===== config.mk =====
export PLATFORM = sky130hd
export DESIGN_NAME = ofdm_pilot_insert
export DESIGN_NICKNAME = d
export VERILOG_FILES = /design/src/rtl/pilot_pkg.sv /design/src/rtl/pilot_scrambler.sv /design/src/rtl/pilot_locator.sv /design/src/rtl/pilot_lane.sv /design/src/rtl/ofdm_pilot_insert.sv
export SDC_FILE = /design/constraint.sdc
export NUM_CORES = 1
export LEC_CHECK = 0
export CORE_MARGIN = 4
export CORE_UTILIZATION = 25
export CTS_BUF_LIST = sky130_fd_sc_hd__clkbuf_8
export DETAILED_ROUTE_END_ITERATION = 6
export SYNTH_ARGS = -nofsm -noshare
export SYNTH_HDL_FRONTEND = slang
export SYNTH_SLANG_ARGS = --single-unit

===== constraint.sdc =====
create_clock -name clk -period 3.2 [get_ports clk]
set_input_delay 0.96 -clock clk [delete_from_list [all_inputs] [get_ports clk]]
set_output_delay 0.96 -clock clk [all_outputs]
set_load 0.05 [all_outputs]

===== src/rtl/pilot_pkg.sv =====
package pilot_pkg;
    localparam int NUM_SC    = 64;
    localparam int IDX_W     = $clog2(NUM_SC);
    localparam int SMP_W     = 16;
    localparam int NUM_TONES = 2;
    localparam int NUM_ANT   = 2;
    localparam int LFSR_W    = 7;
    localparam int LFSR_TAP  = 3;
    localparam logic [LFSR_W-1:0] LFSR_SEED = '1;

    typedef logic signed [SMP_W-1:0] smp_t;

    typedef struct packed {
        smp_t re;
        smp_t im;
    } cplx_t;

    typedef enum logic [1:0] {
        SRC_ZERO  = 2'd0,
        SRC_DATA  = 2'd1,
        SRC_PILOT = 2'd2
    } src_e;

    function automatic smp_t neg_sat(input smp_t v);
        smp_t most_neg;
        most_neg = {1'b1, {(SMP_W-1){1'b0}}};
        if (v == most_neg) return ~most_neg;
        return -v;
    endfunction
endpackage


===== src/rtl/pilot_scrambler.sv =====
module pilot_scrambler
    import pilot_pkg::*;
#(
    parameter int W   = LFSR_W,
    parameter int TAP = LFSR_TAP,
    parameter logic [W-1:0] SEED = LFSR_SEED
) (
    input  logic clk,
    input  logic rst,
    input  logic reseed,
    input  logic step,
    output logic flip
);
    logic [W-1:0] state;

    always_ff @(posedge clk) begin
        if (rst || reseed)
            state <= SEED;
        else if (step)
            state <= {state[W-2:0], state[W-1] ^ state[TAP]};
    end

    assign flip = state[W-1];

    assert_lfsr_live_R7: assert property (@(posedge clk) disable iff (rst)
        state != '0);

    assert_reseed_wins_R9: assert property (@(posedge clk) disable iff (rst)
        reseed |=> state == SEED);
endmodule


===== src/rtl/pilot_locator.sv =====
module pilot_locator
    import pilot_pkg::*;
#(
    parameter int NT = NUM_TONES,
    parameter int IW = IDX_W,
    localparam int TW = (NT > 1) ? $clog2(NT) : 1
) (
    input  logic [IW-1:0] idx,
    input  logic [IW-1:0] pos_lo [NT],
    input  logic [IW-1:0] pos_hi [NT],
    output logic          hit,
    output logic [TW-1:0] tone
);
    logic [NT-1:0] match;

    for (genvar t = 0; t < NT; t++) begin : g_cmp
        assign match[t] = (idx == pos_lo[t]) || (idx == pos_hi[t]);
    end

    // lowest tone number has priority
    always_comb begin
        hit  = |match;
        tone = '0;
        for (int t = NT - 1; t >= 0; t--)
            if (match[t]) tone = TW'(t);
    end
endmodule


===== src/rtl/pilot_lane.sv =====
module pilot_lane
    import pilot_pkg::*;
#(
    parameter int NT = NUM_TONES,
    localparam int TW = (NT > 1) ? $clog2(NT) : 1
) (
    input  logic          valid,
    input  logic          drive,
    input  logic          hit,
    input  logic [TW-1:0] tone,
    input  logic          flip,
    input  cplx_t         din,
    input  smp_t          tval [NT],
    output cplx_t         dout
);
    src_e src;
    smp_t pv;

    always_comb begin
        pv = tval[tone];
        if (flip) pv = neg_sat(pv);
    end

    always_comb begin
        if (!valid || !drive) src = SRC_ZERO;
        else if (hit)         src = SRC_PILOT;
        else                  src = SRC_DATA;
    end

    always_comb begin
        unique case (src)
            SRC_DATA:  dout = din;
            SRC_PILOT: dout = '{re: pv, im: '0};
            default:   dout = '0;
        endcase
    end
endmodule


===== src/rtl/ofdm_pilot_insert.sv =====
module ofdm_pilot_insert
    import pilot_pkg::*;
(
    input  logic             clk,
    input  logic             rst,
    input  logic             pkt_start,
    input  logic             in_valid,
    input  logic             in_last,
    input  logic [SMP_W-1:0] in_a_re,
    input  logic [SMP_W-1:0] in_a_im,
    input  logic [SMP_W-1:0] in_b_re,
    input  logic [SMP_W-1:0] in_b_im,
    input  logic [IDX_W-1:0] cfg_t0_lo,
    input  logic [IDX_W-1:0] cfg_t0_hi,
    input  logic [IDX_W-1:0] cfg_t1_lo,
    input  logic [IDX_W-1:0] cfg_t1_hi,
    input  logic [SMP_W-1:0] cfg_t0_a,
    input  logic [SMP_W-1:0] cfg_t0_b,
    input  logic [SMP_W-1:0] cfg_t1_a,
    input  logic [SMP_W-1:0] cfg_t1_b,
    input  logic             cfg_scramble,
    input  logic             cfg_single,
    input  logic             cfg_single_b,
    output logic             out_valid,
    output logic             out_last,
    output logic [SMP_W-1:0] out_a_re,
    output logic [SMP_W-1:0] out_a_im,
    output logic [SMP_W-1:0] out_b_re,
    output logic [SMP_W-1:0] out_b_im
);
    localparam int TW = (NUM_TONES > 1) ? $clog2(NUM_TONES) : 1;

    logic [IDX_W-1:0] sc_idx;
    logic [IDX_W-1:0] pos_lo [NUM_TONES];
    logic [IDX_W-1:0] pos_hi [NUM_TONES];
    smp_t             tval   [NUM_ANT][NUM_TONES];
    cplx_t            lane_in  [NUM_ANT];
    cplx_t            lane_out [NUM_ANT];
    cplx_t            lane_q   [NUM_ANT];
    logic [NUM_ANT-1:0] drive;
    logic             hit;
    logic [TW-1:0]    tone;
    logic             sign_bit;
    logic             flip_now;

    // subcarrier position within the symbol
    always_ff @(posedge clk) begin
        if (rst)
            sc_idx <= '0;
        else if (in_valid)
            sc_idx <= in_last ? '0 : sc_idx + 1'b1;
    end

    assign pos_lo[0] = cfg_t0_lo;
    assign pos_hi[0] = cfg_t0_hi;
    assign pos_lo[1] = cfg_t1_lo;
    assign pos_hi[1] = cfg_t1_hi;

    assign tval[0][0] = smp_t'(cfg_t0_a);
    assign tval[0][1] = smp_t'(cfg_t1_a);
    assign tval[1][0] = smp_t'(cfg_t0_b);
    assign tval[1][1] = smp_t'(cfg_t1_b);

    assign lane_in[0] = '{re: smp_t'(in_a_re), im: smp_t'(in_a_im)};
    assign lane_in[1] = '{re: smp_t'(in_b_re), im: smp_t'(in_b_im)};

    assign drive[0] = !cfg_single || !cfg_single_b;
    assign drive[1] = !cfg_single ||  cfg_single_b;

    pilot_locator #(.NT(NUM_TONES), .IW(IDX_W)) u_locator (
        .idx    (sc_idx),
        .pos_lo (pos_lo),
        .pos_hi (pos_hi),
        .hit    (hit),
        .tone   (tone)
    );

    pilot_scrambler u_scrambler (
        .clk    (clk),
        .rst    (rst),
        .reseed (pkt_start),
        .step   (in_valid && in_last),
        .flip   (sign_bit)
    );

    assign flip_now = cfg_scramble && sign_bit;

    for (genvar g = 0; g < NUM_ANT; g++) begin : g_lane
        pilot_lane #(.NT(NUM_TONES)) u_lane (
            .valid (in_valid),
            .drive (drive[g]),
            .hit   (hit),
            .tone  (tone),
            .flip  (flip_now),
            .din   (lane_in[g]),
            .tval  (tval[g]),
            .dout  (lane_out[g])
        );
    end

    always_ff @(posedge clk) begin
        if (rst) begin
            out_valid <= 1'b0;
            out_last  <= 1'b0;
            for (int a = 0; a < NUM_ANT; a++) lane_q[a] <= '0;
        end else begin
            out_valid <= in_valid;
            out_last  <= in_valid && in_last;
            for (int a = 0; a < NUM_ANT; a++) lane_q[a] <= lane_out[a];
        end
    end

    assign out_a_re = lane_q[0].re;
    assign out_a_im = lane_q[0].im;
    assign out_b_re = lane_q[1].re;
    assign out_b_im = lane_q[1].im;

    assert_out_delay_R1: assert property (@(posedge clk) disable iff (rst)
        1'b1 |=> (out_valid == $past(in_valid)) &&
                 (out_last == $past(in_valid && in_last)));

    assert_idle_zero_R12: assert property (@(posedge clk) disable iff (rst)
        !in_valid |=> (out_a_re == '0) && (out_a_im == '0) &&
                      (out_b_re == '0) && (out_b_im == '0));

    assert_single_a_off_R10: assert property (@(posedge clk) disable iff (rst)
        (cfg_single && cfg_single_b) |=> (out_a_re == '0) && (out_a_im == '0));

    assert_single_b_off_R10: assert property (@(posedge clk) disable iff (rst)
        (cfg_single && !cfg_single_b) |=> (out_b_re == '0) && (out_b_im == '0));
endmodule


## Yosys cells after proc, flatten, opt, wreduce, memory -nomap -nowiden

Memory sizes are Yosys's and may differ from the RTL's.
Index checks and enable logic that the tools add are counted.

| operators by class | value |
|---|---|
| $add $sub $neg | 3 |
| $lt $le $gt $ge | 1 |
| equality and inequality tests | 10 |
| muxes and demuxes | 29 |
| bitwise gates (word level) | 4 |
| reduce and logical (&&, ||, !) cells | 15 |

Operators with widths:

| operator | number |
|---|---|
| 16-bit two-way mux | 12 |
| 32-bit one-hot mux with 2 select lines | 2 |
| 32-bit two-way mux | 2 |
| 16-bit equality test (second input constant) | 2 |
| 16-bit negator | 2 |
| 6-bit equality test | 4 |
| 1-bit two-way mux | 9 |
| 1-bit logical OR | 7 |
| 6-bit by 1-bit adder with 6-bit output (second input constant) | 1 |
| 2-bit two-way mux | 3 |
| 6-bit two-way mux | 1 |
| 1-bit zero test | 5 |
| 2-bit by 1-bit equality test with 1-bit output (second input constant) | 2 |
| 2-bit equality test (second input constant) | 2 |
| 2-bit greater-or-equal comparator (second input constant) | 1 |
| 1-bit logical AND | 2 |
| 1-bit NOT with 2-bit output | 1 |
| 1-bit bitwise OR | 2 |
| 2-bit OR reduction | 1 |
| 1-bit bitwise XOR | 1 |

| storage, ports and cells | value |
|---|---|
| bits in registers | 15 |
| RAM bits | 64 |
| input port bits | 160 |
| output and inout port bits | 66 |
| logic and storage cells | 67 |
| memories | 1 |

Memory list:

| memory | words | bits a word | read ports | clocked after Yosys merged registers in | write ports | RTL line | source |
|---|---|---|---|---|---|---|---|
| lane_q | 2 | 32 | 2 | 0 | 2 | ofdm_pilot_insert.sv:39 | `cplx_t lane_q [NUM_ANT];` |

## Logic depth before layout (Yosys ltp)

| depth | value |
|---|---|
| depth in word-level cells | 15 |
| depth in mapped cells | 15 |
| gate-level depth less buffers | 12 |

## Modules after synthesis

Synthesis repeated with hierarchy kept, for this count alone.

| unflattened totals | value |
|---|---|
| cells, all modules | 549 |
| area, all modules | 4652.0 um2 |

By module, submodules not included:

| module | instances | cells each | area each (um2) | seq. area each (um2) |
|---|---|---|---|---|
| ofdm_pilot_insert | 1 | 171 | 2058.2 | 1441.4 |
| pilot_lane | 2 | 159 | 1014.7 | 0.0 |
| pilot_locator | 1 | 36 | 287.8 | 0.0 |
| pilot_scrambler | 1 | 24 | 276.5 | 140.1 |

## Least setup slack after synthesis

OpenSTA, ideal clock, no wires.

| path | value |
|---|---|
| kind | input to register |
| start point | in cfg_t1_hi[5] |
| end point | mem lane_q[0][28] (netlist name) |
| setup time | 0.079 ns |
| arrival | 3.306 ns |
| data required time | 3.121 ns |
| path slack | -0.185 ns |
| stages on the path | 14 |
| buffers on the path | 3 |
| path through | xor2_1 > nor4_2 > a22oi_1 > buf_6 > nor2_1 > buf_4 > mux2i_1 > ha_1 > buf_2 > nand2_2 > a2111oi_4 > a311o_2 > nor2_1 > a211oi_2 |

RTL lines:

| element | RTL line | source |
|---|---|---|
| start: declaration | ofdm_pilot_insert.sv:16 | `input logic [IDX_W-1:0] cfg_t1_hi,` |
| end: declaration | ofdm_pilot_insert.sv:39 |  |

==> qor.csv <==
stage,metric,value,unit
floorplanning,io_pins,226,
worst_hold_path,hold_path_end,u_scrambler.state[4],
logic_synthesis,synthesis.nets,690,
clock_network,holdBufCountCts,0,
logic_synthesis,synth-seq-cells,79,
worst_setup_path,path_cells,clkdlybuf4s50_1 > xor2_1 > nor2_1 > a22o_2 > nand2_4 > mux2i_4 > ha_4 > and4_4 > nand4_1 > nand2_2 > o21ai_4 > clkbuf_16 > a21oi_1,
grt,overflow,0,
routing,drtIter0Drc,269,
worst_setup_path,start_kind,input port,
timing,finalSetupTns,0,ns
grt,antenna_found_initial,0,
logic_synthesis,ys_types,60,
worst_setup_path,crit_slowest_cell,clkdlybuf4s50_1,
worst_setup_path,crit_cells,13,
timing,skew,0.00820,ns
placed_design,dp_hpwl,13900,um
power_and_ir_drop,powerDensity,337,mW/mm^2
worst_setup_path,path_buf_inv,2,
placed_design,port_buffers,225,
clock_network,tritoncts,yes,
worst_setup_path,r2r_cells,12,
logic_synthesis,synth.cell_area,0.00446,mm^2
timing,hold_slack,0.474,ns
floorplanning,die_h,142,um
worst_setup_path,crit_arrival,3.37,ns
cells_and_area,layout-drive-gt1-share,14.4,%
worst_setup_path,cp.required,3.51,ns
worst_setup_path,crit_path_end_kind,register,
grt,grt_usage,17.1,%
job,maxCapViolCount,0,
clock_network,clock_sinks,79,
logic_synthesis,ys_seq_area_share,35.4,%
timing,maxSlewViolCount,0,
clock_network,root_buffer,clkbuf_8,
worst_hold_path,min_from,u_scrambler.state[4],
timing,slew_headroom,64.3,%
worst_setup_path,slowest_delay,0.48,ns
worst_hold_path,min_path_cells,2,
timing,hold_viol_final,0,
routing,avgViaCountPerCell,4.67,
logic_synthesis,syn_area_per_cell,8.45,um^2
timing,fin_crit,3.06,ns
logic_synthesis,async_flop_share,0,%
worst_hold_path,min_path_type,reg2reg,
grt,grt_first_pass_wirelength,26700,um
placed_design,gp_congestion,0.849,
timing,max_freq,327,MHz
clock_network,cts_buffers,9,
worst_setup_path,r2r_slack,0.41,ns
worst_setup_path,path_class,in2reg,
cells_and_area,final_nets,951,
clock_network,htreeDepth,3,
clock_network,clk_pin_slew,0.10,ns
clock_network,clock_latency,0.37,ns
routing,wirelength,17600,um
worst_setup_path,r2r-end,lane_q[0][22],
clock_network,cts_buffer_depth,2,
logic_synthesis,synth-main-ff-cell,dfxtp_1,
logic_synthesis,ys_warn_count,0,
power_and_ir_drop,leakagePower,3.09,nW
timing,tightest_slew,0.534,ns
grt,grt_max_degree,28,
power_and_ir_drop,finalPower,2.60,mW
routing,drc,0,
routing,vias,4755,
cells_and_area,diodes,0,
logic_synthesis,netlist_instances,528,
worst_setup_path,cp_top_family,buffers and inverters,
routing,ant_nets,0,
floorplanning,rows,48,
cells_and_area,area_growth,72.8,%
routing,wire_per_inst,17.3,um
logic_synthesis,synth_edf_count,0,
floorplanning,die-area,0.0200,mm^2
timing,finalCritPeriodShare,95.6,%
worst_setup_path,worstPathMaxFanout,6,
worst_setup_path,worst_r2r_startpoint,sc_idx[2],
timing,setup_viol,0,
floorplanning,start_util,25.6,%
floorplanning,die_w,142,um
grt,grt_pass1_vias,4799,
floorplanning,coreArea,0.0174,mm^2
routing,first_pass_iters,4,
status,status,"finished, final reports clean",
power_and_ir_drop,ir_worst_vdd,0.175,mV
[routing by layer]
metal	part of all wire (%)	track usage [%]	up-vias
li1	-	-	2390
met4	2.4	6.31	0
met2	49	28.4	162
met5	0	0	-
met1	42	21.4	2178
met3	6.7	4.38	25
[cell usage after synthesis (3+ instances only)]
master / instances / area (um^2)
a211oi_1: 5 / 37.5
a21oi_1: 38 / 190
a22oi_1: 3 / 22.5
a311oi_1: 4 / 35.0
a31oi_1: 7 / 43.8
and2_1: 36 / 225
and3_1: 4 / 25.0
buf_2: 12 / 60.1
buf_4: 8 / 60.1
clkbuf_1: 15 / 56.3
dfxtp_1: 79 / 1580
mux2i_1: 22 / 220
nand2_1: 46 / 173
nand3_1: 11 / 55.1
nand4_1: 8 / 50.1
nor2_1: 33 / 124
nor2b_1: 5 / 31.3
nor3_1: 19 / 95.1
nor4_1: 11 / 68.8
nor4b_1: 3 / 26.3
o211ai_1: 3 / 22.5
o21a_1: 3 / 22.5
o21ai_0: 41 / 205
o31ai_1: 4 / 30.0
xnor2_1: 26 / 228
xor2_1: 36 / 315
[layout make-up]
type	instances	area, um^2
flip-flops and latches	79	1580
inverters	2	7.51
clock buffers	9	124
well taps	225	282
fillers	1729	9710
repair buffers	287	2830
clock inverters	7	83.8
multi-input cells	410	2800
[worst register-to-register path: stages (launching register included)]
cell       delay (ns)
dfxtp_1          0.57
xor2_1           0.17
nor4_4           0.32
a22oi_2          0.15
nor2_4           0.19
mux2i_4          0.28
ha_4             0.18
and4_4           0.24
nand4_1          0.11
nand2_2          0.11
o21ai_4          0.10
clkbuf_16        0.17
a21oi_1          0.12
[worst max-delay path by stage]
| stage | start | endpoint | slack [ns] |
|---|---|---|---|
| 3_5_place_dp | cfg_t1_hi[1] | lane_q[0][24] | -0.52 |
| 4_1_cts | cfg_t1_hi[5] | lane_q[0][30] | 0.009 |
| 6_report | cfg_t1_hi[3] | lane_q[0][22] | 0.14 |
| 5_1_grt | cfg_t0_lo[1] | lane_q[0][22] | -0.002 |
| 2_1_floorplan | cfg_t1_hi[1] | lane_q[0][30] | -0.008 |
| 3_3_place_gp | cfg_t1_hi[1] | lane_q[0][30] | -0.48 |
[placed cells by master (no fill, tap or decap), drive strengths merged, types with 3 or more instances in the layout]
cell / n
clkbuf: 10
clkdlybuf4s50: 212
xor2: 36
nor2b: 5
mux2i: 22
nand2: 48
dlymetal6s2s: 13
nor4: 13
a21oi: 38
dfxtp: 79
o211ai: 3
o21ai: 42
and3: 5
xnor2: 26
nand4: 8
o21a: 3
a31oi: 7
a311oi: 5
inv: 7
or4: 4
nand3: 11
buf: 61
nor4b: 4
nor2: 33
and2: 36
nor3: 19
a22oi: 3
a211oi: 6
o31ai: 4
[state kept, by name, indices dropped and copies added (netlist names)]
signal             count
u_scrambler.state      7
lane_q                64
sc_idx                 6
out_last               1
out_valid              1
[timing repair]
action                                  CTS  global route
resized for setup                         7            26
buffers inserted                          1             2
endpoints found under the setup margin   16            16
pin swaps                                 3            16
gates cloned                              0             1
[report_power, final]
group / switching (mW) / internal, mW / total (mW)
registers: 0.0117 / 1.02 / 1.03
clock network: 0.452 / 0.378 / 0.829
logic: 0.367 / 0.372 / 0.739
[per-stage QoR]
stage	worst slack [ns]	cell area, um^2	utilization, %	std cells
3_5_place_dp	-0.523	7330	42.1	1000
6_report	0.141	7710	44.3	1019
4_1_cts	0.00884	7560	43.4	1016
3_3_place_gp	-0.476	7330	42.1	1000
2_1_floorplan	-0.00758	4490	-	528
5_1_grt	-0.00208	7710	44.3	1019
[kinds of logic (layout without fill, tap and decap cells)]
group	Yosys count	after routing	synth area share, %
DFF	79	79	35.4
buffers and inverters	39	305	4.63
and+or+nand+nor	198	198	24.1
AOI/OAI and AO/OA	124	124	17.7
muxes	24	24	5.44
adders and majority gates	2	2	0.561
xor gates and xnor gates	62	62	12.2
No activity file was read; power rests on OpenSTA's default activity.
